### src/rtl/sdram_pwr_pkg.sv
package sdram_pwr_pkg;

  typedef enum logic [2:0] {
    ST_IDLE     = 3'd0,
    ST_ACTIVE   = 3'd1,
    ST_ACCESS   = 3'd2,
    ST_SELF_REF = 3'd3,
    ST_SR_RECOV = 3'd4,
    ST_PWR_DOWN = 3'd5,
    ST_CLK_SUSP = 3'd6
  } pwr_state_e;

  localparam logic [1:0] BANK_IDLE = 2'd0;
  localparam logic [1:0] BANK_ROW  = 2'd1;

  // Normal operating state implied by the controller's bank status.
  function automatic pwr_state_e bank_to_state(input logic [1:0] b);
    case (b)
      2'd0:    return ST_IDLE;
      2'd1:    return ST_ACTIVE;
      default: return ST_ACCESS;
    endcase
  endfunction

endpackage

### src/rtl/cke_history.sv
module cke_history (
  input  logic clk,
  input  logic rst,
  input  logic cke,
  output logic cke_prev
);
  // Previous-edge clock-enable level; high out of reset.
  always_ff @(posedge clk) begin
    if (rst) cke_prev <= 1'b1;
    else     cke_prev <= cke;
  end
endmodule

### src/rtl/cmd_classify.sv
module cmd_classify (
  input  logic cs_n,
  input  logic ras_n,
  input  logic cas_n,
  input  logic we_n,
  output logic is_desel,
  output logic is_nop,
  output logic is_refresh
);
  logic [3:0] pins;
  assign pins       = {cs_n, ras_n, cas_n, we_n};
  assign is_desel   = cs_n;
  assign is_nop     = (pins == 4'b0111);
  assign is_refresh = (pins == 4'b0001);
endmodule

### src/rtl/recovery_timer.sv
module recovery_timer #(
  parameter int TRC_W = 8
) (
  input  logic             clk,
  input  logic             rst,
  input  logic             load,
  input  logic [TRC_W-1:0] load_val,
  input  logic             tick,
  output logic             expire
);
  localparam logic [TRC_W-1:0] ONE = TRC_W'(1);

  logic [TRC_W-1:0] cnt;

  // The edge that sees a count of one (or less) completes the wait.
  assign expire = tick && (cnt <= ONE);

  always_ff @(posedge clk) begin
    if (rst)       cnt <= '0;
    else if (load) cnt <= (load_val == '0) ? ONE : load_val;
    else if (tick && cnt > ONE) cnt <= cnt - ONE;
  end

  // the count moves only on a load or a clock-enable-high tick.
  p_cnt_hold_r8: assert property (@(posedge clk) disable iff (rst)
    (!load && !tick) |=> $stable(cnt));

  // a freshly loaded count is never zero.
  p_load_nonzero_r8: assert property (@(posedge clk) disable iff (rst)
    load |=> (cnt != '0));
endmodule

### src/rtl/sdram_pwr_tracker.sv
module sdram_pwr_tracker
  import sdram_pwr_pkg::*;
#(
  parameter int TRC_W = 8
) (
  input  logic             clk,
  input  logic             rst,
  input  logic             cke,
  input  logic             cs_n,
  input  logic             ras_n,
  input  logic             cas_n,
  input  logic             we_n,
  input  logic [1:0]       bank_st,
  input  logic [TRC_W-1:0] trc_cycles,
  output logic [2:0]       state_o,
  output logic             illegal_o,
  output logic             invalid_o,
  output logic             refresh_o
);

  pwr_state_e st_q, st_d;
  logic cke_prev;
  logic is_desel, is_nop, is_refresh, quiet;
  logic t_load, t_tick, t_expire;
  logic ill_d, inv_d, ref_d;
  pwr_state_e norm;

  cke_history u_hist (
    .clk     (clk),
    .rst     (rst),
    .cke     (cke),
    .cke_prev(cke_prev)
  );

  cmd_classify u_cmd (
    .cs_n      (cs_n),
    .ras_n     (ras_n),
    .cas_n     (cas_n),
    .we_n      (we_n),
    .is_desel  (is_desel),
    .is_nop    (is_nop),
    .is_refresh(is_refresh)
  );

  recovery_timer #(.TRC_W(TRC_W)) u_timer (
    .clk     (clk),
    .rst     (rst),
    .load    (t_load),
    .load_val(trc_cycles),
    .tick    (t_tick),
    .expire  (t_expire)
  );

  assign quiet = is_desel || is_nop;
  assign norm  = bank_to_state(bank_st);

  always_comb begin
    st_d   = st_q;
    ill_d  = 1'b0;
    inv_d  = 1'b0;
    ref_d  = 1'b0;
    t_load = 1'b0;
    t_tick = 1'b0;
    case (st_q)
      ST_IDLE, ST_ACTIVE, ST_ACCESS: begin
        if (cke_prev && !cke) begin
          if (bank_st == BANK_IDLE)
            st_d = is_refresh ? ST_SELF_REF : ST_PWR_DOWN;
          else if (bank_st == BANK_ROW)
            st_d = ST_PWR_DOWN;
          else
            st_d = ST_CLK_SUSP;
        end else begin
          st_d = norm;
          if (cke_prev && cke && bank_st == BANK_IDLE && is_refresh)
            ref_d = 1'b1;
        end
      end
      ST_SELF_REF: begin
        if (cke_prev) inv_d = 1'b1;
        else if (cke) begin
          if (quiet) begin
            st_d   = ST_SR_RECOV;
            t_load = 1'b1;
          end else begin
            ill_d = 1'b1;
          end
        end
      end
      ST_SR_RECOV: begin
        if (!cke) ill_d = 1'b1;
        else begin
          t_tick = 1'b1;
          if (!quiet) ill_d = 1'b1;
          if (t_expire) st_d = ST_IDLE;
        end
      end
      ST_PWR_DOWN: begin
        if (cke_prev) inv_d = 1'b1;
        else if (cke) begin
          if (quiet) st_d = norm;
          else       ill_d = 1'b1;
        end
      end
      ST_CLK_SUSP: begin
        if (cke) st_d = norm;
      end
      default: st_d = ST_IDLE;
    endcase
  end

  always_ff @(posedge clk) begin
    if (rst) begin
      st_q      <= ST_IDLE;
      illegal_o <= 1'b0;
      invalid_o <= 1'b0;
      refresh_o <= 1'b0;
    end else begin
      st_q      <= st_d;
      illegal_o <= ill_d;
      invalid_o <= inv_d;
      refresh_o <= ref_d;
    end
  end

  assign state_o = st_q;

  // reset leaves the tracker idle with quiet flags.
  p_reset_idle_r1: assert property (@(posedge clk)
    rst |=> (state_o == ST_IDLE && !illegal_o && !invalid_o && !refresh_o));

  // a refresh pulse follows an idle-bank, steady-high clock-enable edge.
  p_refresh_src_r3: assert property (@(posedge clk) disable iff (rst)
    $rose(refresh_o) |-> ($past(cke) && $past(bank_st) == BANK_IDLE));

  // self refresh is only reached from idle banks.
  p_sr_entry_r4: assert property (@(posedge clk) disable iff (rst)
    (st_q == ST_SELF_REF && $past(st_q) != ST_SELF_REF) |->
      ($past(bank_st) == BANK_IDLE && !$past(cke)));

  // clock enable held low keeps clock suspend.
  p_susp_hold_r6: assert property (@(posedge clk) disable iff (rst)
    (st_q == ST_CLK_SUSP && !cke) |=> (st_q == ST_CLK_SUSP));

  // a low clock enable during recovery is flagged.
  p_recov_low_r8: assert property (@(posedge clk) disable iff (rst)
    (st_q == ST_SR_RECOV && !cke) |=> illegal_o);

  // invalid history is only reported from self refresh or power down.
  p_invalid_src_r10: assert property (@(posedge clk) disable iff (rst)
    invalid_o |-> ($past(st_q) == ST_SELF_REF || $past(st_q) == ST_PWR_DOWN));

  // the two error flags never coincide.
  p_flag_excl_r11: assert property (@(posedge clk) disable iff (rst)
    !(illegal_o && invalid_o));

endmodule

### config.mk
export PLATFORM = sky130hd
export DESIGN_NAME = sdram_pwr_tracker
export DESIGN_NICKNAME = d
export VERILOG_FILES = /design/src/rtl/sdram_pwr_pkg.sv /design/src/rtl/cke_history.sv /design/src/rtl/cmd_classify.sv /design/src/rtl/recovery_timer.sv /design/src/rtl/sdram_pwr_tracker.sv
export SDC_FILE = /design/constraint.sdc
export NUM_CORES = 1
export LEC_CHECK = 0
export CAP_MARGIN = 20
export CELL_PAD_IN_SITES_DETAIL_PLACEMENT = 0
export CELL_PAD_IN_SITES_GLOBAL_PLACEMENT = 1
export CORE_ASPECT_RATIO = 1.1
export CORE_UTILIZATION = 40
export CTS_BUF_LIST = sky130_fd_sc_hd__clkbuf_8
export DETAILED_ROUTE_END_ITERATION = 7
export PLACE_DENSITY = 0.86
export SLEW_MARGIN = 20
export SYNTH_ARGS = -nofsm -noshare
export SYNTH_HDL_FRONTEND = slang
export SYNTH_SLANG_ARGS = --single-unit
### constraint.sdc
create_clock -name clk -period 3.01 [get_ports clk]
set_clock_uncertainty 0.05 [all_clocks]
set_input_delay 0.602 -clock clk [delete_from_list [all_inputs] [get_ports clk]]
set_output_delay 0.602 -clock clk [all_outputs]
set_load 0.05 [all_outputs]
# Word level (Yosys, flattened, before mapping)

Index checks and enable logic that the tools add are counted.
Widths: inputs -> output; s select.

Equality and inequality tests: 18
$lt $le $gt $ge: 2
Reduce and logical (&&, ||, !) cells: 17
Bitwise logic cells: 2
Muxes and demuxes: 31
Add/sub/neg operators: 1

Operators with widths:

| kind                | count |
|---|---|
| $mux 3              | 12 |
| $mux 8              | 3 |
| $ne 2x2->1 const B  | 9 |
| $pmux 3 s5          | 1 |
| $mux 1              | 12 |
| $eq 3x3->1 const B  | 3 |
| $reduce_and 9->1    | 1 |
| $gt 8x1->1 const B  | 1 |
| $le 8x1->1 const B  | 1 |
| $logic_not 8->1     | 1 |
| $sub 8x1->8 const B | 1 |
| $eq 3x2->1 const B  | 2 |
| $logic_and 1x1->1   | 6 |
| $reduce_or 3->1     | 2 |
| $eq 4x1->1 const B  | 1 |
| $eq 4x3->1 const B  | 1 |
| $pmux 2 s2          | 1 |
| $reduce_or 2->1     | 2 |
| $eq 3x1->1 const B  | 1 |
| $logic_not 3->1     | 1 |
| $eq 2x1->1 const B  | 1 |
| $logic_not 2->1     | 1 |
| $mux 2              | 1 |
| $not 1->1           | 2 |
| 4 further kinds     | 4 |

Register bits after elaboration: 15
Output and inout port bits: 6
Bits of input ports: 17
Word-level logic and storage cells: 77

# Logic depth before layout (Yosys ltp)

Gate-level depths: netlist of run 1.

Word-level depth: 7
Mapped depth: 6
Gate-level depth less buffers: 6

# By module

From an unflattened synthesis of run 1, not the netlist that was laid out.

Cells, all modules: 116
Area total of the unflattened synthesis: 980.9 sq um

By module, submodules not included:

| module            | instances | area an instance (sq um) | cells each | seq. area each (sq um) |
|---|---|---|---|---|
| recovery_timer    | 1         | 560.5                    | 67         | 160.2 |
| sdram_pwr_tracker | 1         | 361.6                    | 44         | 120.1 |
| cmd_classify      | 1         | 32.5                     | 3          | 0.0 |
| cke_history       | 1         | 26.3                     | 2          | 20.0 |

# Worst setup path after synthesis of run 1

No wires, ideal clock.

Kind: reg-to-reg
Start: reg st_q[0] (netlist: state_o[0])
End: reg u_timer.cnt[7]
Path slack: 1.001 ns
Stages on the path, launching flop included: 7
Setup time: 0.134 ns
Arrival: 1.825 ns
Buffers on the path: 2
Data required time: 2.826 ns
Clock period less this slack: 2.009 ns
Cell sequence: dfxtp_1 > buf_4 > nand2_1 > or4_1 > buf_6 > o311ai_0 > a31oi_1

Word-level cells in the longest chain between the ends: 4
Elaborated cells between the ends (all ways): 7
Classes of those cells: eq/ne: 2; mux: 3; reduce/logical: 2

Ends and longest elaborated chain:

| item                               | line                     | source |
|---|---|---|
| start: declaration                 | sdram_pwr_tracker.sv:21  | `pwr_state_e st_q, st_d;` |
| start signal: assignment           | sdram_pwr_tracker.sv:119 | `st_q <= st_d;` |
| $eq 3x3->1                         | sdram_pwr_tracker.sv:64  | `case (st_q)` |
| $mux 1                             | sdram_pwr_tracker.sv:64  |  |
| $logic_and 1x1->1                  | recovery_timer.sv:21     | `else if (tick && cnt > ONE) cnt <= cnt - ONE;` |
| $reduce_bool 2->1 (no source line) | -                        |  |
| end signal: assignment             | recovery_timer.sv:20     | `else if (load) cnt <= (load_val == '0) ? ONE : load_val;` |
| end signal: assignment             | recovery_timer.sv:21     |  |
| end: declaration                   | recovery_timer.sv:13     | `logic [TRC_W-1:0] cnt;` |

Several ways; a longest one is shown, not always the timed one.
A chain may end at the register's enable or synchronous reset.

# Worst setup path in the final report of run 1

Start: reg st_q[2] (netlist: state_o[2])
End: out state_o[2]

RTL lines:

| item             | line                    | source |
|---|---|---|
| end: declaration | sdram_pwr_tracker.sv:15 | `output logic [2:0] state_o,` |

No word-level cell between the ends.

==> results of run 1 <==
==> area by class of cell <==
cell class | count | area, sq um | area share, %
clock buffers | 3 | 41.3 | 3.27
clock inverters | 1 | 5.00 | 0.396
inverters | 5 | 18.8 | 1.49
multi-input cells | 93 | 641 | 50.7
flip-flops and latches | 15 | 300 | 23.8
well taps | 30 | 37.5 | 2.97
repair buffers | 22 | 220 | 17.4
==> sequential cells by signal, summed over array words and instances (netlist names) <==
| signal | cells |
|---|---|
| illegal_o | 1 |
| invalid_o | 1 |
| state_o | 3 |
| u_timer.cnt | 8 |
| u_hist.cke_prev | 1 |
| refresh_o | 1 |
==> per-stage QoR <==
stage / setup slack, ns / hold WS (ns) / total power [mW] / cell area, sq um / utilization, %
floorplan: 1.00 / 0.411 / 0.280 / 993 / -
global placement: 0.529 / 0.448 / 0.320 / 1220 / 53.0
detailed placement: 0.493 / 0.439 / 0.321 / 1220 / 53.0
CTS: 0.602 / 0.451 / 0.489 / 1260 / 55.0
global route: 0.536 / 0.477 / 0.507 / 1260 / 55.0
finish: 0.610 / 0.451 / 0.482 / 1260 / 55.0
==> cell families (layout without fill, tap and decap cells) <==
family          Yosys count  count (layout)  share of synthesized area [%]
buf+inv                  10              31                           5.29
flops                    15              15                           30.2
compound gates           28              28                           21.2
mux                       7               7                           7.30
simple gates             55              55                           32.6
fa+ha+maj                 2               2                           2.52
xor+xnor                  1               1                          0.882
==> cell usage in the layout (no fill, tap or decap), drive strengths merged, types with 2 or more instances in the layout <==
master | netlist | routed
clkdlybuf4s50 | 0 | 22
dfxtp | 15 | 15
nand2 | 9 | 9
nand2b | 9 | 9
nor2 | 7 | 7
nand3 | 6 | 6
a21oi | 6 | 6
inv | 5 | 5
mux2i | 5 | 5
nor4 | 5 | 5
a31oi | 4 | 4
nor3 | 4 | 4
or3 | 4 | 4
o21ai | 4 | 4
clkbuf | 2 | 3
or4 | 2 | 2
o22ai | 2 | 2
ha | 2 | 2
a211oi | 2 | 2
mux2 | 2 | 2
==> routing by layer <==
layer  up-vias  GRT usage, %  wire length, um
met2        26          37.0             1200
met4         0          12.9               45
li1        489             -                -
met3         5          3.89              112
met1       450          19.5              979
met5         -             0                0
==> report_power, final <==
group / total (mW) / internal (mW) / switching [mW]
clock network: 0.166 / 0.0918 / 0.0746
registers: 0.219 / 0.205 / 0.0140
logic: 0.0971 / 0.0487 / 0.0485
==> worst paths after layout <==
check             cells past startpoint        endpoint  slack (ns)
hold reg to reg                       2  u_timer.cnt[1]        0.45
setup / recovery                      1      state_o[2]        0.61
setup reg to reg                      4  u_timer.cnt[5]        1.05
hold / removal                        2  u_timer.cnt[1]        0.45
==> run_results.csv, run 1 <==
group,metric,value,unit
setup_path,path_cells,"clkdlybuf4s50_1",
grt,grt_pass1_vias,927,
synthesis,synthArstFlopShare,0,%
synthesis,synth_edf_count,0,
synthesis,synthesis.area,993,sq um
synthesis,ys_ff_latch,15,
outcome,status,"complete, no violations",
synthesis,syn_nets,137,
floorplanning,dieWidth,49.5,um
cts,clock_latency,0.25,ns
cells_and_area,fillers,237,
route,antenna_left,0,
cts,tritoncts,"done",
setup_path,cpPeakStageDelay,0.89,ns
grt,grt_max_degree,18,
synthesis,yosys_warnings,0,
route,drt_first_pass_iters,4,
grt,antenna_found_initial,0,
sta,fmaxAchievable,0.417,GHz
cts,numCtsBuffers,3,
synthesis,netlist-cell-type-count,46,
synthesis,synth_area_leaders,"dfxtp_1 30%, nand2b_1 5.7%, mux2i_1 5.0%",
setup_path,cp.arrival,1.75,ns
hold_path,holdCritPathClass,"flop to flop",
sta,slew_headroom,60.3,%
cts,htreeDepth,1,
setup_path,r2r-start,"state_o[1]",
floorplanning,die_area,2690,sq um
cts,cts_max_path_buffers,2,
synthesis,yosysMostFrequentCell,"dfxtp_1",
sta,fin_crit,2.40,ns
cells_and_area,drive_above_1_share,8.63,%
floorplanning,die_h,54.3,um
route,first_iter_violations,13,
setup_path,worst_ep_required_time,2.36,ns
synthesis,ys.flop_type,"dfxtp_1",
route,viasPerCell,5.74,
synthesis,syn_inst,118,
job,max_cap_violations,0,
power_and_ir_drop,vdd_drop_max,0.304,mV
setup_path,start_kind,"flop",
power_and_ir_drop,p_leak,0.438,nW
hold_path,min_from,"u_timer.cnt[1]",
synthesis,synth_common_cells,"15 x dfxtp_1, 9 x nand2_1, 9 x nand2b_1, 7 x nor2_1",
sta,hold_viol_final,0,
setup_path,crit_start,"state_o[2]",
placement,place_inst,165,
grt,grt_overflow,0,
synthesis,yosysSeqAreaShare,30.2,%
grt,grtUsageTotal,19.3,%
cts,cts_resized,0,
floorplanning,num_rows,18,
placement,place_congestion,0.817,
route,drc_errors,0,
synthesis,synth_area_per_cell,8.42,sq um
setup_path,end_kind,"primary output",
cts,clock-sinks,15,
route,num_vias,970,
floorplanning,core_area,2300,sq um
synthesis,yosysTopAreaCellShare,30.2,%
sta,finalSetupViolCount,0,
cells_and_area,fin_cells,169,
setup_path,critical_path.top_delay_family,"buffers and inverters",
setup_path,crit_path_max_fanout,13,
sta,tightest_slew,0.594,ns
route,routed_wl,2330,um
placement,io_buffers,22,
synthesis,synth_area_leader_cell,"dfxtp_1",
cells_and_area,area_growth,27.2,%
cts,post_cts_buffers,0,
cts,hold_buffers,0,
cells_and_area,fin_nets,159,
cts,clkTransAtPathRegs,0.06,ns
setup_path,cp.buffers_inverters,1,
floorplanning,ios,23,
setup_path,critPathSlowestCell,"clkdlybuf4s50_1",
cells_and_area,diodes,0,
power_and_ir_drop,power_density,382,nW/um^2
route,wl_per_cell,13.8,um
sta,maxSlewViolCount,0,
cts,cts_root_buffer,"clkbuf_8",
placement,dpl.hpwl,1750,um
sta,layout_worst_path_cycle_share,79.7,%
grt,grt_first_pass_wirelength,3820,um
setup_path,worstSetupPathType,"flop to primary output",
sta,final.setup.tns,0,ns
floorplanning,start_util,43.2,%
sta,rsz0062_at_grt,"no",
Note: power is estimated with default switching activity, not from simulation.
==> run 2: changes to the inputs <==
Settings changed: CORE_UTILIZATION 40 to 34, PLACE_DENSITY 0.86 to 0.77.
Clock period 3.01 ns to 2 ns, I/O delays scaled along.
==> run 2 against run 1 <==
Via count up 7.9%; power up 54%; non-clock buffer count up 15; combinational power up 81%; critical path type is now input port to flop.
==> run_results.csv, run 2 (synthesis gave the netlist of run 1 again) <==
group,metric,value,unit
outcome,status,"complete, no violations",
floorplanning,die_area,3140,sq um
cts,numCtsBuffers,3,
cells_and_area,regMostFlops,"u_timer.cnt",
setup_path,cp.arrival,2.00,ns
sta,hold_viol_final,0,
sta,rsz0062_at_grt,"no",
cells_and_area,final_common_cell,"clkdlybuf4s50_1",
floorplanning,start_util,35.8,%
floorplanning,die_h,58.7,um
floorplanning,ios,23,
route,antenna_left,0,
sta,finalSetupViolCount,0,
cells_and_area,area_growth,40.2,%
sta,layout_worst_path_cycle_share,93.4,%
hold_path,min_from,"u_timer.cnt[1]",
route,routed_wl,2550,um
setup_path,r2r_cells,5,
hold_path,holdCritPathClass,"flop to flop",
placement,dpl.hpwl,2030,um
cts,htreeDepth,1,
power_and_ir_drop,power_density,533,nW/um^2
sta,maxSlewViolCount,0,
cells_and_area,fin_cells,187,
cells_and_area,diodes,0,
placement,place_inst,183,
placement,io_buffers,22,
setup_path,end_kind,"flop",
cells_and_area,largest_reg_flops,8,
sta,fin_crit,1.87,ns
sta,final.setup.tns,0,ns
cells_and_area,fin_nets,174,
sta,tightest_slew,0.493,ns
floorplanning,num_rows,20,
cts,cts_root_buffer,"clkbuf_8",
setup_path,timing.rr.end,"u_timer.cnt[7]",
placement,dp_slack,-0.124,ns
power_and_ir_drop,p_leak,0.522,nW
route,num_vias,1047,
grt,grt_first_pass_wirelength,4190,um
job,max_cap_violations,0,
setup_path,cpPeakStageDelay,0.51,ns
grt,antenna_found_initial,0,
cts,clock-sinks,15,
grt,grtUsageTotal,18.3,%
grt,grt_max_degree,13,
sta,fmaxAchievable,0.536,GHz
setup_path,crit_start,"cas_n",
setup_path,start_kind,"input port",
grt,grt_pass1_vias,987,
cts,clock_latency,0.25,ns
grt,grt_overflow,0,
route,wl_per_cell,13.6,um
sta,slew_headroom,67.1,%
cells_and_area,fillers,270,
power_and_ir_drop,finalPower,0.742,mW
cells_and_area,drive_above_1_share,20.1,%
cts,clkTransAtPathRegs,0.06,ns
cells_and_area,mostFrequentLayoutCells,"19 x clkdlybuf4s50_1, 17 x buf_4, 14 x dfxtp_1, 9 x nand2_1, 9 x nand2b_1",
cells_and_area,post-route-util,50.1,%
cts,cts_max_path_buffers,2,
route,drc_errors,0,
floorplanning,dieWidth,53.5,um
route,viasPerCell,5.60,
setup_path,crit_path_max_fanout,11,
cts,tritoncts,"done",
placement,place_congestion,0.798,
setup_path,cp-endpoint,"u_timer.cnt[5]",
setup_path,worst_ep_required_time,2.13,ns
sta,fin_ws,0.133,ns
route,first_iter_violations,10,
route,drt_first_pass_iters,4,
setup_path,reg2reg_slack,0.22,ns
setup_path,r2r-start,"u_timer.cnt[0]",
floorplanning,core_area,2780,sq um
setup_path,critPathSlowestCell,"or4_1",
setup_path,worstSetupPathType,"input port to flop",
power_and_ir_drop,vdd_drop_max,0.354,mV
setup_path,path_cells,"clkdlybuf4s50_1 -> a31oi_1 -> or4_1 -> buf_4 -> o32a_2 -> o22ai_1",
cts,post_cts_buffers,0,
==> run 2: critical path: cells and delay by family <==
kind            cells  cell delay, ns
compound gates      3            0.42
buf+inv             2            0.67
simple gates        1            0.51
==> run 2: layout make-up <==
cell class / count / area (sq um) / share of cell area [%]
Tap cell: 33 / 41.3 / 2.96
Clock buffer: 3 / 41.3 / 2.96
Multi-Input combinational cell: 93 / 648 / 46.5
Clock inverter: 1 / 3.75 / 0.270
Inverter: 5 / 18.8 / 1.35
Sequential cell: 15 / 302 / 21.7
Timing Repair Buffer: 37 / 338 / 24.3
==> run 2: stage by stage <==
step	area [sq um]	hold slack (ns)
after floorplan	995	0.411
after global placement	1340	0.421
after detailed placement	1340	0.429
after CTS	1390	0.437
after global routing	1390	0.473
final	1390	0.434
==> run 2: power breakdown <==
group | total (mW) | switching (mW) | internal (mW)
combinational | 0.176 | 0.0858 | 0.0901
clock | 0.243 | 0.107 | 0.136
sequential | 0.322 | 0.0140 | 0.308
total | 0.742 | 0.207 | 0.535
==> run 2: how the worst min path moves through the flow <==
stage | end | slack [ns] | cells past startpoint
after detailed placement | u_timer.cnt[1] | 0.43 | 2
after global routing | u_timer.cnt[1] | 0.47 | 2
after floorplan | u_timer.cnt[1] | 0.41 | 2
after global placement | u_timer.cnt[1] | 0.42 | 2
after CTS | u_timer.cnt[1] | 0.44 | 2
final | u_timer.cnt[1] | 0.43 | 2
==> run 2: what timing repair did <==
| action | CTS | global route |
|---|---|---|
| hold buffers | 0 | 0 |
| gates resized for setup | 0 | 1 |
| endpoints found under the setup margin | 0 | 1 |
==> run 2: routing by layer <==
metal  global-route usage, %  wire length, um
met1                    21.4             1140
met2                    32.5             1300
met3                    3.10               72
met4                    6.77               39
met5                       0                0
==> run 3: changes to the inputs <==
Settings changed: CORE_UTILIZATION 34 to 40, PLACE_DENSITY 0.77 to 0.86.
Clock period 2 ns to 2.4 ns, I/O delays scaled along.
==> run 3 against run 2 <==
Worst hold slack improved by 0.023 ns; setup slack improved by 0.059 ns; first-iteration DRC count increased by 30%; core utilization increased by 6.8 points; sequential share of layout area increased by 1.3 points; final area decreased by 6.0%; sequential power decreased by 17%; clock power decreased by 15%; largest cell class unchanged; largest power group unchanged.
==> run_results.csv, run 3 (synthesis gave the netlist of run 1 again) <==
group,metric,value,unit
floorplanning,dieWidth,49.5,um
setup_path,end_kind,"primary output",
sta,fin_ws,0.192,ns
floorplanning,core_area,2300,sq um
cells_and_area,fin_nets,165,
cts,numCtsBuffers,3,
grt,grt_pass1_vias,998,
route,drt_first_pass_iters,4,
grt,antenna_found_initial,0,
sta,finalSetupViolCount,0,
sta,slew_headroom,66.2,%
power_and_ir_drop,clkPwrFrac,33.5,%
cells_and_area,diodes,0,
floorplanning,die_h,54.3,um
route,num_vias,1009,
setup_path,cp.arrival,1.68,ns
route,viasPerCell,5.77,
placement,dp_slack,0.0793,ns
power_and_ir_drop,power_switching,0.173,mW
power_and_ir_drop,power_density,469,nW/um^2
route,wl_per_cell,14.2,um
floorplanning,die_area,2690,sq um
cts,tritoncts,"done",
cells_and_area,drive_above_1_share,12.4,%
cts,htreeDepth,1,
grt,grt_first_pass_wirelength,4310,um
sta,final.setup.tns,0,ns
cts,post_cts_buffers,0,
sta,maxSlewViolCount,0,
setup_path,crit_path_max_fanout,12,
sta,hold_viol_final,0,
route,first_iter_violations,13,
hold_path,holdCritPathClass,"flop to flop",
setup_path,path_cells,"clkdlybuf4s50_1",
power_and_ir_drop,p_int,0.440,mW
power_and_ir_drop,pwr-share-seq,43.3,%
route,antenna_left,0,
power_and_ir_drop,combPwrFrac,23.2,%
floorplanning,ios,23,
setup_path,worstSetupPathType,"flop to primary output",
route,routed_wl,2480,um
sta,fin_crit,2.21,ns
placement,place_congestion,0.877,
job,max_cap_violations,0,
floorplanning,start_util,43.2,%
setup_path,cpPeakStageDelay,0.88,ns
setup_path,critical_path.top_delay_family,"buffers and inverters",
placement,placed_area,1260,sq um
cts,cts_max_path_buffers,2,
setup_path,worst_ep_required_time,1.87,ns
cells_and_area,area_growth,31.7,%
sta,fmaxAchievable,0.453,GHz
floorplanning,num_rows,18,
power_and_ir_drop,vdd_drop_max,0.417,mV
grt,grtUsageTotal,21.5,%
power_and_ir_drop,p_sw_share,28.2,%
setup_path,start_kind,"flop",
setup_path,cp.buffers_inverters,1,
cells_and_area,mostFrequentLayoutCells,"22 x clkdlybuf4s50_1, 15 x dfxtp_1, 9 x nand2_1, 9 x nand2b_1, 7 x nor2_1",
cts,clock_latency,0.25,ns
grt,grt_max_degree,13,
cts,cts_resized,0,
cts,hold_buffers,0,
cells_and_area,largest_reg_flops,8,
sta,layout_worst_path_cycle_share,92.0,%
cells_and_area,final_common_cell,"clkdlybuf4s50_1",
placement,io_buffers,22,
power_and_ir_drop,p_leak,0.468,nW
grt,grt_overflow,0,
outcome,status,"complete, no violations",
setup_path,critPathSlowestCell,"clkdlybuf4s50_1",
cells_and_area,regMostFlops,"u_timer.cnt",
route,drc_errors,0,
cts,cts_root_buffer,"clkbuf_8",
placement,dpl.hpwl,1930,um
cells_and_area,fillers,236,
sta,tightest_slew,0.505,ns
cts,clkTransAtPathRegs,0.06,ns
sta,rsz0062_at_grt,"no",
cells_and_area,design_area,1310,sq um
cts,clock-sinks,15,
run 3: final cells by class:
type                    count  area, sq um  share of cell area [%]
multi-input cells          93          641                    48.9
inverters                   5         18.8                    1.43
clock inverters             1         5.00                   0.382
flip-flops and latches     15          300                    22.9
repair buffers             28          265                    20.3
well taps                  30         37.5                    2.87
clock buffers               3         41.3                    3.15
run 3: per-layer routing:
layer	vias to the layer above	part of all wire, %	routed length (um)	GRT usage, %
met5	-	0	0	0
met4	0	3.4	85	13.3
met3	9	3.4	85	2.78
met2	26	50	1250	41.3
met1	475	43	1060	22.8
li1	499	-	-	-
run 3: metrics by stage:
step	std cells	total power [mW]	utilization, %	hold slack [ns]
after floorplan	118	0.352	-	0.411
after detailed placement	171	0.413	55.0	0.454
after CTS	175	0.618	57.0	0.463
final	175	0.613	57.0	0.458
after global placement	171	0.411	55.0	0.450
after global routing	175	0.639	57.0	0.500
run 3: power groups by stage:
stage                     Sequential [mW]  Combinational [mW]  Clock, mW
after floorplan                     0.288              0.0634          0
after global placement              0.271               0.141          0
after detailed placement            0.271               0.142          0
after CTS                           0.265               0.143      0.210
after global routing                0.267               0.155      0.218
final                               0.266               0.142      0.206
run 3: final timing paths:
path	startpoint	end	slack, ns	cells past startpoint
hold reg to reg	u_timer.cnt[1]	u_timer.cnt[1]	0.46	2
setup / recovery	state_o[0]	state_o[0]	0.19	1
hold / removal	u_timer.cnt[1]	u_timer.cnt[1]	0.46	2
setup reg to reg	state_o[0]	u_timer.cnt[5]	0.40	4
